<file path="src/rtl/nibdram_pkg.sv">
package nibdram_pkg;
  localparam int SLOT_LEN = 8;
  localparam int PH_W     = $clog2(SLOT_LEN);
  localparam int NIB_W    = 4;
  localparam int BYTE_W   = 2 * NIB_W;
  localparam int RA_W     = 8;
  localparam int ADDR_W   = 16;
  localparam int COL_W    = RA_W - 1;

  localparam logic [PH_W-1:0] PH_ROW    = PH_W'(0);
  localparam logic [PH_W-1:0] PH_COL_LO = PH_W'(1);
  localparam logic [PH_W-1:0] PH_GAP    = PH_W'(2);
  localparam logic [PH_W-1:0] PH_COL_HI = PH_W'(3);
  localparam logic [PH_W-1:0] PH_VALID  = PH_W'(5);
  localparam logic [PH_W-1:0] PH_LAST   = PH_W'(SLOT_LEN - 1);

  typedef struct packed {
    logic [RA_W-1:0]   row;
    logic [COL_W-1:0]  col;
    logic              wr;
    logic [BYTE_W-1:0] wdata;
  } slot_req_t;
endpackage

</file>
<file path="src/rtl/slot_timer.sv">
module slot_timer
  import nibdram_pkg::*;
(
  input  logic            clk,
  input  logic            rst_n,
  input  logic            req_valid,
  output logic            req_ready,
  output logic            accept,
  output logic            active,
  output logic [PH_W-1:0] ph
);
  assign req_ready = (ph == PH_LAST);
  assign accept    = req_valid && req_ready;

  always_ff @(posedge clk) begin
    if (!rst_n) begin
      ph     <= PH_LAST;
      active <= 1'b0;
    end else begin
      ph <= (ph == PH_LAST) ? PH_ROW : ph + 1'b1;
      if (ph == PH_LAST) active <= req_valid;
    end
  end


  slot_start_chk: assert property (@(posedge clk) disable iff (!rst_n)
    accept |=> (active && ph == PH_ROW));


  idle_hold_chk: assert property (@(posedge clk) disable iff (!rst_n)
    (!active && ph != PH_LAST) |=> !active);
endmodule

</file>
<file path="src/rtl/pin_sequencer.sv">
module pin_sequencer
  import nibdram_pkg::*;
(
  input  logic              clk,
  input  logic              rst_n,
  input  logic              active,
  input  logic [PH_W-1:0]   ph,
  input  slot_req_t         cur,
  output logic [RA_W-1:0]   ram_a,
  output logic              ram_ras_n,
  output logic              ram_cas_n,
  output logic              ram_we_n,
  output logic [NIB_W-1:0]  ram_dq_out,
  output logic              ram_dq_oe
);
  logic row_open, col_strobe, col_window, hi_sel, wr_drive;

  assign row_open   = active && (ph <= PH_COL_HI);
  assign col_strobe = active && (ph == PH_COL_LO || ph == PH_COL_HI);
  assign col_window = (ph == PH_COL_LO) || (ph == PH_GAP) || (ph == PH_COL_HI);
  assign hi_sel     = (ph == PH_COL_HI);
  assign wr_drive   = active && cur.wr && col_window;

  always_comb begin
    if (col_window) ram_a = {cur.col, hi_sel};
    else            ram_a = cur.row;
  end

  assign ram_ras_n  = !row_open;
  assign ram_cas_n  = !col_strobe;
  assign ram_we_n   = !wr_drive;
  assign ram_dq_oe  = wr_drive;
  assign ram_dq_out = hi_sel ? cur.wdata[BYTE_W-1:NIB_W] : cur.wdata[NIB_W-1:0];


  cas_in_row_chk: assert property (@(posedge clk) disable iff (!rst_n)
    !ram_cas_n |-> !ram_ras_n);


  cas_pulse_chk: assert property (@(posedge clk) disable iff (!rst_n)
    !ram_cas_n |=> ram_cas_n);


  we_in_row_chk: assert property (@(posedge clk) disable iff (!rst_n)
    !ram_we_n |-> (!ram_ras_n && ram_dq_oe));
endmodule

</file>
<file path="src/rtl/nibble_gather.sv">
module nibble_gather
  import nibdram_pkg::*;
(
  input  logic              clk,
  input  logic              rst_n,
  input  logic              active,
  input  logic              is_wr,
  input  logic [PH_W-1:0]   ph,
  input  logic [NIB_W-1:0]  dq_in,
  output logic              rd_valid,
  output logic [BYTE_W-1:0] rd_data
);
  logic rd_slot;
  assign rd_slot  = active && !is_wr;
  assign rd_valid = rd_slot && (ph == PH_VALID);

  always_ff @(posedge clk) begin
    if (!rst_n) begin
      rd_data <= '0;
    end else if (rd_slot) begin
      if (ph == PH_COL_LO) rd_data[NIB_W-1:0]      <= dq_in;
      if (ph == PH_COL_HI) rd_data[BYTE_W-1:NIB_W] <= dq_in;
    end
  end


  rd_pulse_chk: assert property (@(posedge clk) disable iff (!rst_n)
    rd_valid |=> !rd_valid);


  rd_hold_chk: assert property (@(posedge clk) disable iff (!rst_n)
    rd_valid |=> $stable(rd_data));
endmodule

</file>
<file path="src/rtl/nibdram_ctrl.sv">
module nibdram_ctrl
  import nibdram_pkg::*;
(
  input  logic              clk,
  input  logic              rst_n,
  input  logic              req_valid,
  output logic              req_ready,
  input  logic [ADDR_W-1:0] req_addr,
  input  logic              req_write,
  input  logic [BYTE_W-1:0] req_wdata,
  output logic              rd_valid,
  output logic [BYTE_W-1:0] rd_data,
  output logic [RA_W-1:0]   ram_a,
  output logic              ram_ras_n,
  output logic              ram_cas_n,
  output logic              ram_we_n,
  input  logic [NIB_W-1:0]  ram_dq_in,
  output logic [NIB_W-1:0]  ram_dq_out,
  output logic              ram_dq_oe
);
  logic            accept, active;
  logic [PH_W-1:0] ph;
  slot_req_t       cur;

  slot_timer u_timer (
    .clk(clk), .rst_n(rst_n), .req_valid(req_valid), .req_ready(req_ready),
    .accept(accept), .active(active), .ph(ph)
  );

  always_ff @(posedge clk) begin
    if (!rst_n) begin
      cur <= '0;
    end else if (accept) begin
      cur.row   <= req_addr[2*RA_W-2:COL_W];
      cur.col   <= req_addr[COL_W-1:0];
      cur.wr    <= req_write;
      cur.wdata <= req_wdata;
    end
  end

  pin_sequencer u_pins (
    .clk(clk), .rst_n(rst_n), .active(active), .ph(ph), .cur(cur),
    .ram_a(ram_a), .ram_ras_n(ram_ras_n), .ram_cas_n(ram_cas_n),
    .ram_we_n(ram_we_n), .ram_dq_out(ram_dq_out), .ram_dq_oe(ram_dq_oe)
  );

  nibble_gather u_gather (
    .clk(clk), .rst_n(rst_n), .active(active), .is_wr(cur.wr), .ph(ph),
    .dq_in(ram_dq_in), .rd_valid(rd_valid), .rd_data(rd_data)
  );


  ras_released_chk: assert property (@(posedge clk) disable iff (!rst_n)
    req_ready |-> ram_ras_n);


  no_rd_on_wr_chk: assert property (@(posedge clk) disable iff (!rst_n)
    rd_valid |-> ram_we_n);
endmodule

</file>
<file path="config.mk">
export PLATFORM = sky130hd
export DESIGN_NAME = nibdram_ctrl
export DESIGN_NICKNAME = d
export VERILOG_FILES = /design/src/rtl/nibdram_pkg.sv /design/src/rtl/slot_timer.sv /design/src/rtl/pin_sequencer.sv /design/src/rtl/nibble_gather.sv /design/src/rtl/nibdram_ctrl.sv
export SDC_FILE = /design/constraint.sdc
export NUM_CORES = 1
export LEC_CHECK = 0
export BUFFER_PORTS_ARGS = -buffer_cell sky130_fd_sc_hd__buf_2
export CORE_MARGIN = 5
export CORE_UTILIZATION = 49
export CTS_CLUSTER_SIZE = 8
export DETAILED_ROUTE_END_ITERATION = 8
export GPL_TIMING_DRIVEN = 0
export PLACE_DENSITY = 0.83
export SLEW_MARGIN = 30
export SYNTH_ARGS = -nofsm -noshare
export SYNTH_HDL_FRONTEND = slang
export SYNTH_HIERARCHICAL = 1
export SYNTH_SLANG_ARGS = --single-unit
</file>
<file path="constraint.sdc">
create_clock -name clk -period 2.3 [get_ports clk]
set_input_delay 0 -clock clk [delete_from_list [all_inputs] [get_ports clk]]
set_output_delay 0 -clock clk [all_outputs]
set_load 0.01 [all_outputs]
</file>
==> results of run 1 <==
report_power, final:
group,internal (W),switching [W]
Sequential,0.000680,0.0000609
Clock,0.000228,0.000206
Combinational,0.000256,0.000178
what timing repair did:
| item | CTS | global route |
|---|---|---|
| endpoints found under the hold margin | 36 | 0 |
| endpoints found under the setup margin | 0 | 1 |
| gates resized for setup | 0 | 2 |
| hold buffers | 31 | 0 |
worst min-delay path by stage:
stage                       startpoint                        to  slack, ps
final                     req_addr[11]      cur[20]$_SDFFE_PN0P_        440
after global routing      req_addr[11]      cur[20]$_SDFFE_PN0P_        440
after CTS                  req_addr[9]      cur[18]$_SDFFE_PN0P_        430
after detailed placement  req_wdata[6]       cur[6]$_SDFFE_PN0P_        270
after global placement    req_wdata[6]       cur[6]$_SDFFE_PN0P_        260
after floorplan                  rst_n  u_timer/ph[2]$_SDFF_PN1_         70
critical path, delay by kind of cell (launching register included):
| kind | cells | cell delay [ps] |
|---|---|---|
| multiplexers | 1 | 180 |
| buffers and inverters | 2 | 680 |
| AND/OR/NAND/NOR | 2 | 220 |
| flip-flops | 1 | 480 |
| adder cells (fa/ha/maj) | 2 | 440 |
metal layers:
metal	track usage, %	wire [microns]	vias up
li1	-	-	676
met1	18.3	1550	582
met2	29.1	1800	42
met3	5.25	241	11
met4	9.43	108	0
met5	0	0	-
state kept, by name (all words and copies together), names as in the netlist:
signal / flops
u_timer/ph: 3
cur: 24
u_gather/rd_data: 8
u_timer/active: 1
layout by cell type, fill, tap and decap left out, drive strengths merged:
master	n
bufinv	1
nor3	1
nor2b	26
dlygate4sd3	31
o211ai	1
nor3b	2
nand3b	2
o21bai	1
a21bo	1
inv	2
and2	1
clkbuf	8
clkinv	1
mux2	11
o21a	1
mux2i	32
buf	60
ha	3
o211a	1
nand2b	1
o21ai	2
dfxtp	36
nand2	13
final cells by class:
class	instances	area, sq um	area share, %
Tap cell	46	57.6	2.41
Clock buffer	6	41.3	1.73
Sequential cell	36	723	30.3
Inverter	2	7.51	0.314
Clock inverter	2	35.0	1.47
Multi-Input combinational cell	99	870	36.4
Buffer	6	63.8	2.67
Timing Repair Buffer	87	591	24.7
metrics by stage:
stage,std cells,power (W),util (%),hold slack (ps),area [sq um]
floorplan,143,0.00104,-,73.0,1660
global placement,245,0.00114,60.4,259,2000
detailed placement,245,0.00114,60.4,268,2000
CTS,284,0.00162,72.1,432,2390
global route,284,0.00170,72.1,444,2390
finish,284,0.00161,72.1,445,2390
synthesized netlist by cell type (all sizes together), types with 2 or more instances:
cell    count
mux2       11
ha          3
buf         4
o21ai       2
nand2      13
clkbuf      2
mux2i      32
nand3b      2
nor2b      26
nor3b       2
inv         2
dfxtp      36
logic make-up after synthesis:
family / after synthesis / share of synthesized area [%]
AO/OA/AOI/OAI: 7 / 3.84
adder cells (fa/ha/maj): 3 / 2.26
buffers and inverters: 8 / 4.29
flip-flops: 36 / 43.4
multiplexers: 43 / 27.6
AND/OR/NAND/NOR: 46 / 18.6
==> flow_metrics.tcl, run 1 <==
set metrics [dict create \
    status "finished, final reports clean" \
    reg2reg_to "cur[8]$_SDFFE_PN0P_" \
    routed_wirelength_microns 3700 \
    worstPathCellList "ha_1 -> ha_1 -> and2_4 -> buf_6 -> mux2i_1 -> nor2b_1 -> dlygate4sd3_1" \
    slew_headroom_pct 75.2 \
    maxCapViolations 0 \
    synthDistinctLibCells 24 \
    worstSetupStartpoint "u_timer/ph[1]$_SDFF_PN1_" \
    skew_ps 9.49 \
    grt_max_degree 14 \
    grt_usage_pct 16.9 \
    async_reset_ff_share_pct 0 \
    cp_common_cell "ha_1" \
    synthTopCellsByArea "dfxtp_1 (43%), mux2i_1 (19%), nor2b_1 (9.8%), mux2_2 (4.7%), mux2_4 (3.6%)" \
    setup_slack_ps 189 \
    crit_slowest_cell "dlygate4sd3_1" \
    cp-end-kind "register" \
    synth_top_area_share_pct 43.4 \
    setup_violations 0 \
    avgSynthCellArea_sq_um 11.6 \
    tritoncts "yes" \
    final_net_count 272 \
    crit_path_end "cur[8]$_SDFFE_PN0P_" \
    grt.overflow.total 0 \
    pre_cts_slack_ps 405 \
    synth_seq_cells 36 \
    cp_data_required_time_ps 2540 \
    dr.pass1.iters 2 \
    numCtsBuffers 5 \
    finalMaxSlewViolations 0 \
    synth_nets 178 \
    max_stage_delay_ps 540 \
    clk_pin_slew_ps 110 \
    root_buffer "clkbuf_4" \
    synth_top_area_cell "dfxtp_1" \
    start_util_pct 50.2 \
    yosys_warnings 6 \
    reg2regPathDepth 7 \
    fin_tns_setup_ps 0 \
    antenna_found_initial 0 \
    critPathLaunchType "register" \
    drive_above_1_share_pct 36.6 \
    port_buffers 56 \
    syn-cell-area_sq_um 1660 \
    cts_sinks 36 \
    postCtsSetupBuffers 0 \
    fillers 264 \
    post-dp-hpwl_microns 2270 \
    antennaDiodeCount 0 \
    grt_pass1_vias 1287 \
    crit_fanout 8 \
    worstPathArrival_ps 2350 \
    io_pins 58 \
    grt_pass1_wl_microns 5670 \
    synth_edf_count 0 \
    synth_seq_area_share_pct 43.4 \
    min_path_type "primary input to register" \
    worstReg2RegStart "u_timer/ph[1]$_SDFF_PN1_" \
    r2r_setup_slack_ps 190 \
    worst_slew_pin_slew_ps 371 \
    postRouteAntennaNets 0 \
    htreeDepth 2 \
    rsz0062_at_grt "no" \
    critical_path_class "register to register" \
    vias 1311 \
    total_leakage_power_nw 1.06 \
    route.detailed.drc 0 \
    fp.coreArea_sq_um 3310 \
    cts.path.max_buffers 2 \
    finalHoldViolCount 0 \
    period_minus_slack_ps 2110 \
    power-per-cell-area_nw_per_um2 673 \
    die-width_microns 68.2 \
    timing.fmax_ghz 0.474 \
    clk_latency_ps 340 \
    vias_per_cell 4.62 \
    synth_ff_type "dfxtp_1" \
    drtIter0Drc 37 \
    die_h_microns 68.2 \
    whs_path_depth 4 \
    avgRoutedWirePerCell_microns 13.0 \
    rows 21 \
    die_area_sq_um 4660 \
    gp_congestion 0.702 \
    synthCells 143 \
    ir_worst_vdd_mv 0.426 \
    min_period_over_period_pct 91.8 \
    area_growth_pct 43.7 \
]
No activity file was read; power rests on OpenSTA's default activity.
==> run 2: changes to the inputs <==
--- a/config.mk
+++ b/config.mk
@@ -7,12 +7,14 @@
 export LEC_CHECK = 0
 export BUFFER_PORTS_ARGS = -buffer_cell sky130_fd_sc_hd__buf_2
 export CORE_MARGIN = 5
-export CORE_UTILIZATION = 49
+export CORE_UTILIZATION = 51
+export CTS_BUF_LIST = sky130_fd_sc_hd__clkbuf_8
 export CTS_CLUSTER_SIZE = 8
 export DETAILED_ROUTE_END_ITERATION = 8
 export GPL_TIMING_DRIVEN = 0
-export PLACE_DENSITY = 0.83
-export SLEW_MARGIN = 30
+export HOLD_SLACK_MARGIN = 0.06
+export PLACE_DENSITY = 0.85
+export SLEW_MARGIN = 0
 export SYNTH_ARGS = -nofsm -noshare
 export SYNTH_HDL_FRONTEND = slang
 export SYNTH_HIERARCHICAL = 1
==> flow_metrics.tcl, run 2 (synthesized netlist as in run 1, its figures left out) <==
set metrics [dict create \
    critical_path_class "register to register" \
    grt_pass1_wl_microns 6730 \
    final_cell_mix "buf_2 (57), dfxtp_1 (36), mux2i_1 (32), dlygate4sd3_1 (29), nor2b_1 (26)" \
    route.detailed.drc 0 \
    worstPathCellList "ha_1 -> ha_1 -> and2_4 -> buf_6 -> buf_12 -> mux2i_1 -> nor2b_1" \
    grt.overflow.total 0 \
    port_buffers 56 \
    finalMaxSlewViolations 0 \
    cts_sinks 36 \
    grt_usage_pct 20.2 \
    area_growth_pct 45.3 \
    r2r_setup_slack_ps 320 \
    tritoncts "yes" \
    die-width_microns 67.1 \
    avgRoutedWirePerCell_microns 14.2 \
    reg2reg_to "cur[2]$_SDFFE_PN0P_" \
    cp_common_cell "ha_1" \
    htreeDepth 2 \
    worstReg2RegStart "u_timer/ph[1]$_SDFF_PN1_" \
    finalHoldViolCount 0 \
    crit_slowest_cell "dfxtp_1" \
    worstPathArrival_ps 2160 \
    die_area_sq_um 4500 \
    utilization_pct 78.4 \
    largest_reg_flops 24 \
    fp.coreArea_sq_um 3080 \
    root_buffer "clkbuf_8" \
    cts.path.max_buffers 2 \
    power-per-cell-area_nw_per_um2 736 \
    top_regs "cur (24), u_gather/rd_data (8), u_timer/ph (3)" \
    vias_per_cell 4.73 \
    total_leakage_power_nw 1.07 \
    min_period_over_period_pct 86.3 \
    min_path_type "primary input to register" \
    layout_commonest_cell "buf_2" \
    crit_fanout 10 \
    clk_latency_ps 290 \
    routed_wirelength_microns 3990 \
    status "finished, final reports clean" \
    crit_buf_inv 2 \
    clk_pin_slew_ps 70 \
    cp_data_required_time_ps 2470 \
    stdcell_count 280 \
    ir_worst_vdd_mv 0.567 \
    io_pins 58 \
    whs_path_depth 3 \
    rows 20 \
    critPathLaunchType "register" \
    skew_ps 6.99 \
    fin_tns_setup_ps 0 \
    place_inst 243 \
    postRouteAntennaNets 0 \
    post-dp-hpwl_microns 2620 \
    reg2regPathDepth 7 \
    holdPathEnd "u_timer/active$_SDFFE_PN0N_" \
    period_minus_slack_ps 1980 \
    worst_slew_pin_slew_ps 459 \
    dr.pass1.iters 4 \
    vias 1323 \
    antenna_found_initial 0 \
    maxCapViolations 0 \
    top_register "cur" \
    cp_top_family "flip-flops" \
    max_stage_delay_ps 600 \
    rsz0062_at_grt "no" \
    start_util_pct 54.0 \
    drive_above_1_share_pct 36.4 \
    gp_congestion 0.679 \
    drtIter0Drc 19 \
    antennaDiodeCount 0 \
    grt_pass1_vias 1490 \
    cp-end-kind "register" \
    die_h_microns 67.1 \
    final_net_count 270 \
    setup_violations 0 \
    worstHoldStart "req_valid" \
    numCtsBuffers 5 \
    slew_headroom_pct 69.3 \
    timing.fmax_ghz 0.504 \
    grt_max_degree 14 \
]
==> run 2: layout make-up <==
type | instances | area [sq um]
clock buffer | 7 | 96.3
tap | 44 | 55.1
clock inverter | 1 | 30.0
fill | 199 | 664
multi-input combinational | 99 | 870
timing repair buffer | 85 | 571
sequential | 36 | 721
buffer | 6 | 63.8
inverter | 2 | 7.51
==> run 2: worst min-delay path: stages <==
cell,delay [ps]
buf_2,80
and2_4,130
o21a_1,120
==> run 2: worst max-delay path by stage <==
stage                           endpoint  cells after the start                startpoint  slack [ps]
floorplan            cur[0]$_SDFFE_PN0P_                      7  u_timer/ph[1]$_SDFF_PN1_         580
global placement     cur[1]$_SDFFE_PN0P_                      7  u_timer/ph[1]$_SDFF_PN1_         450
detailed placement   cur[2]$_SDFFE_PN0P_                      7  u_timer/ph[1]$_SDFF_PN1_         330
CTS                  cur[2]$_SDFFE_PN0P_                      7  u_timer/ph[1]$_SDFF_PN1_         320
global route        cur[22]$_SDFFE_PN0P_                      7  u_timer/ph[1]$_SDFF_PN1_         220
finish               cur[2]$_SDFFE_PN0P_                      7  u_timer/ph[1]$_SDFF_PN1_         320
==> run 2: what timing repair did <==
action / CTS / global route
setup buffers: 0 / 0
gates resized for setup: 0 / 0
hold buffers: 29 / 0
hold endpoints to repair: 36 / 0
==> run 2: routing by layer <==
metal | vias to the layer above | share of wire [%] | GRT usage, % | routed length, microns
met3 | 8 | 6.1 | 5.40 | 243
met2 | 38 | 52 | 37.2 | 2070
li1 | 669 | - | - | -
met1 | 608 | 41 | 21.2 | 1620
met4 | 0 | 1.4 | 8.61 | 56
met5 | - | 0 | 0 | 0
==> run 2: metrics by stage <==
stage                     total power [W]  cell area (sq um)  setup slack [ps]  hold slack, ps
final                             0.00178               2410               315            69.9
after global routing              0.00187               2410               217            77.8
after CTS                         0.00179               2410               319            64.5
after detailed placement          0.00115               2000               335             269
after global placement            0.00113               2000               445             258
after floorplan                   0.00104               1660               575            73.0
==> run 2: where the power goes <==
group	switching, W	leakage (nW)	internal (W)	total (W)
logic	0.000181	0.715	0.000252	0.000434
clock network	0.000217	0.0645	0.000382	0.000600
registers	0.0000636	0.293	0.000679	0.000742
total	0.000462	1.07	0.00131	0.00178
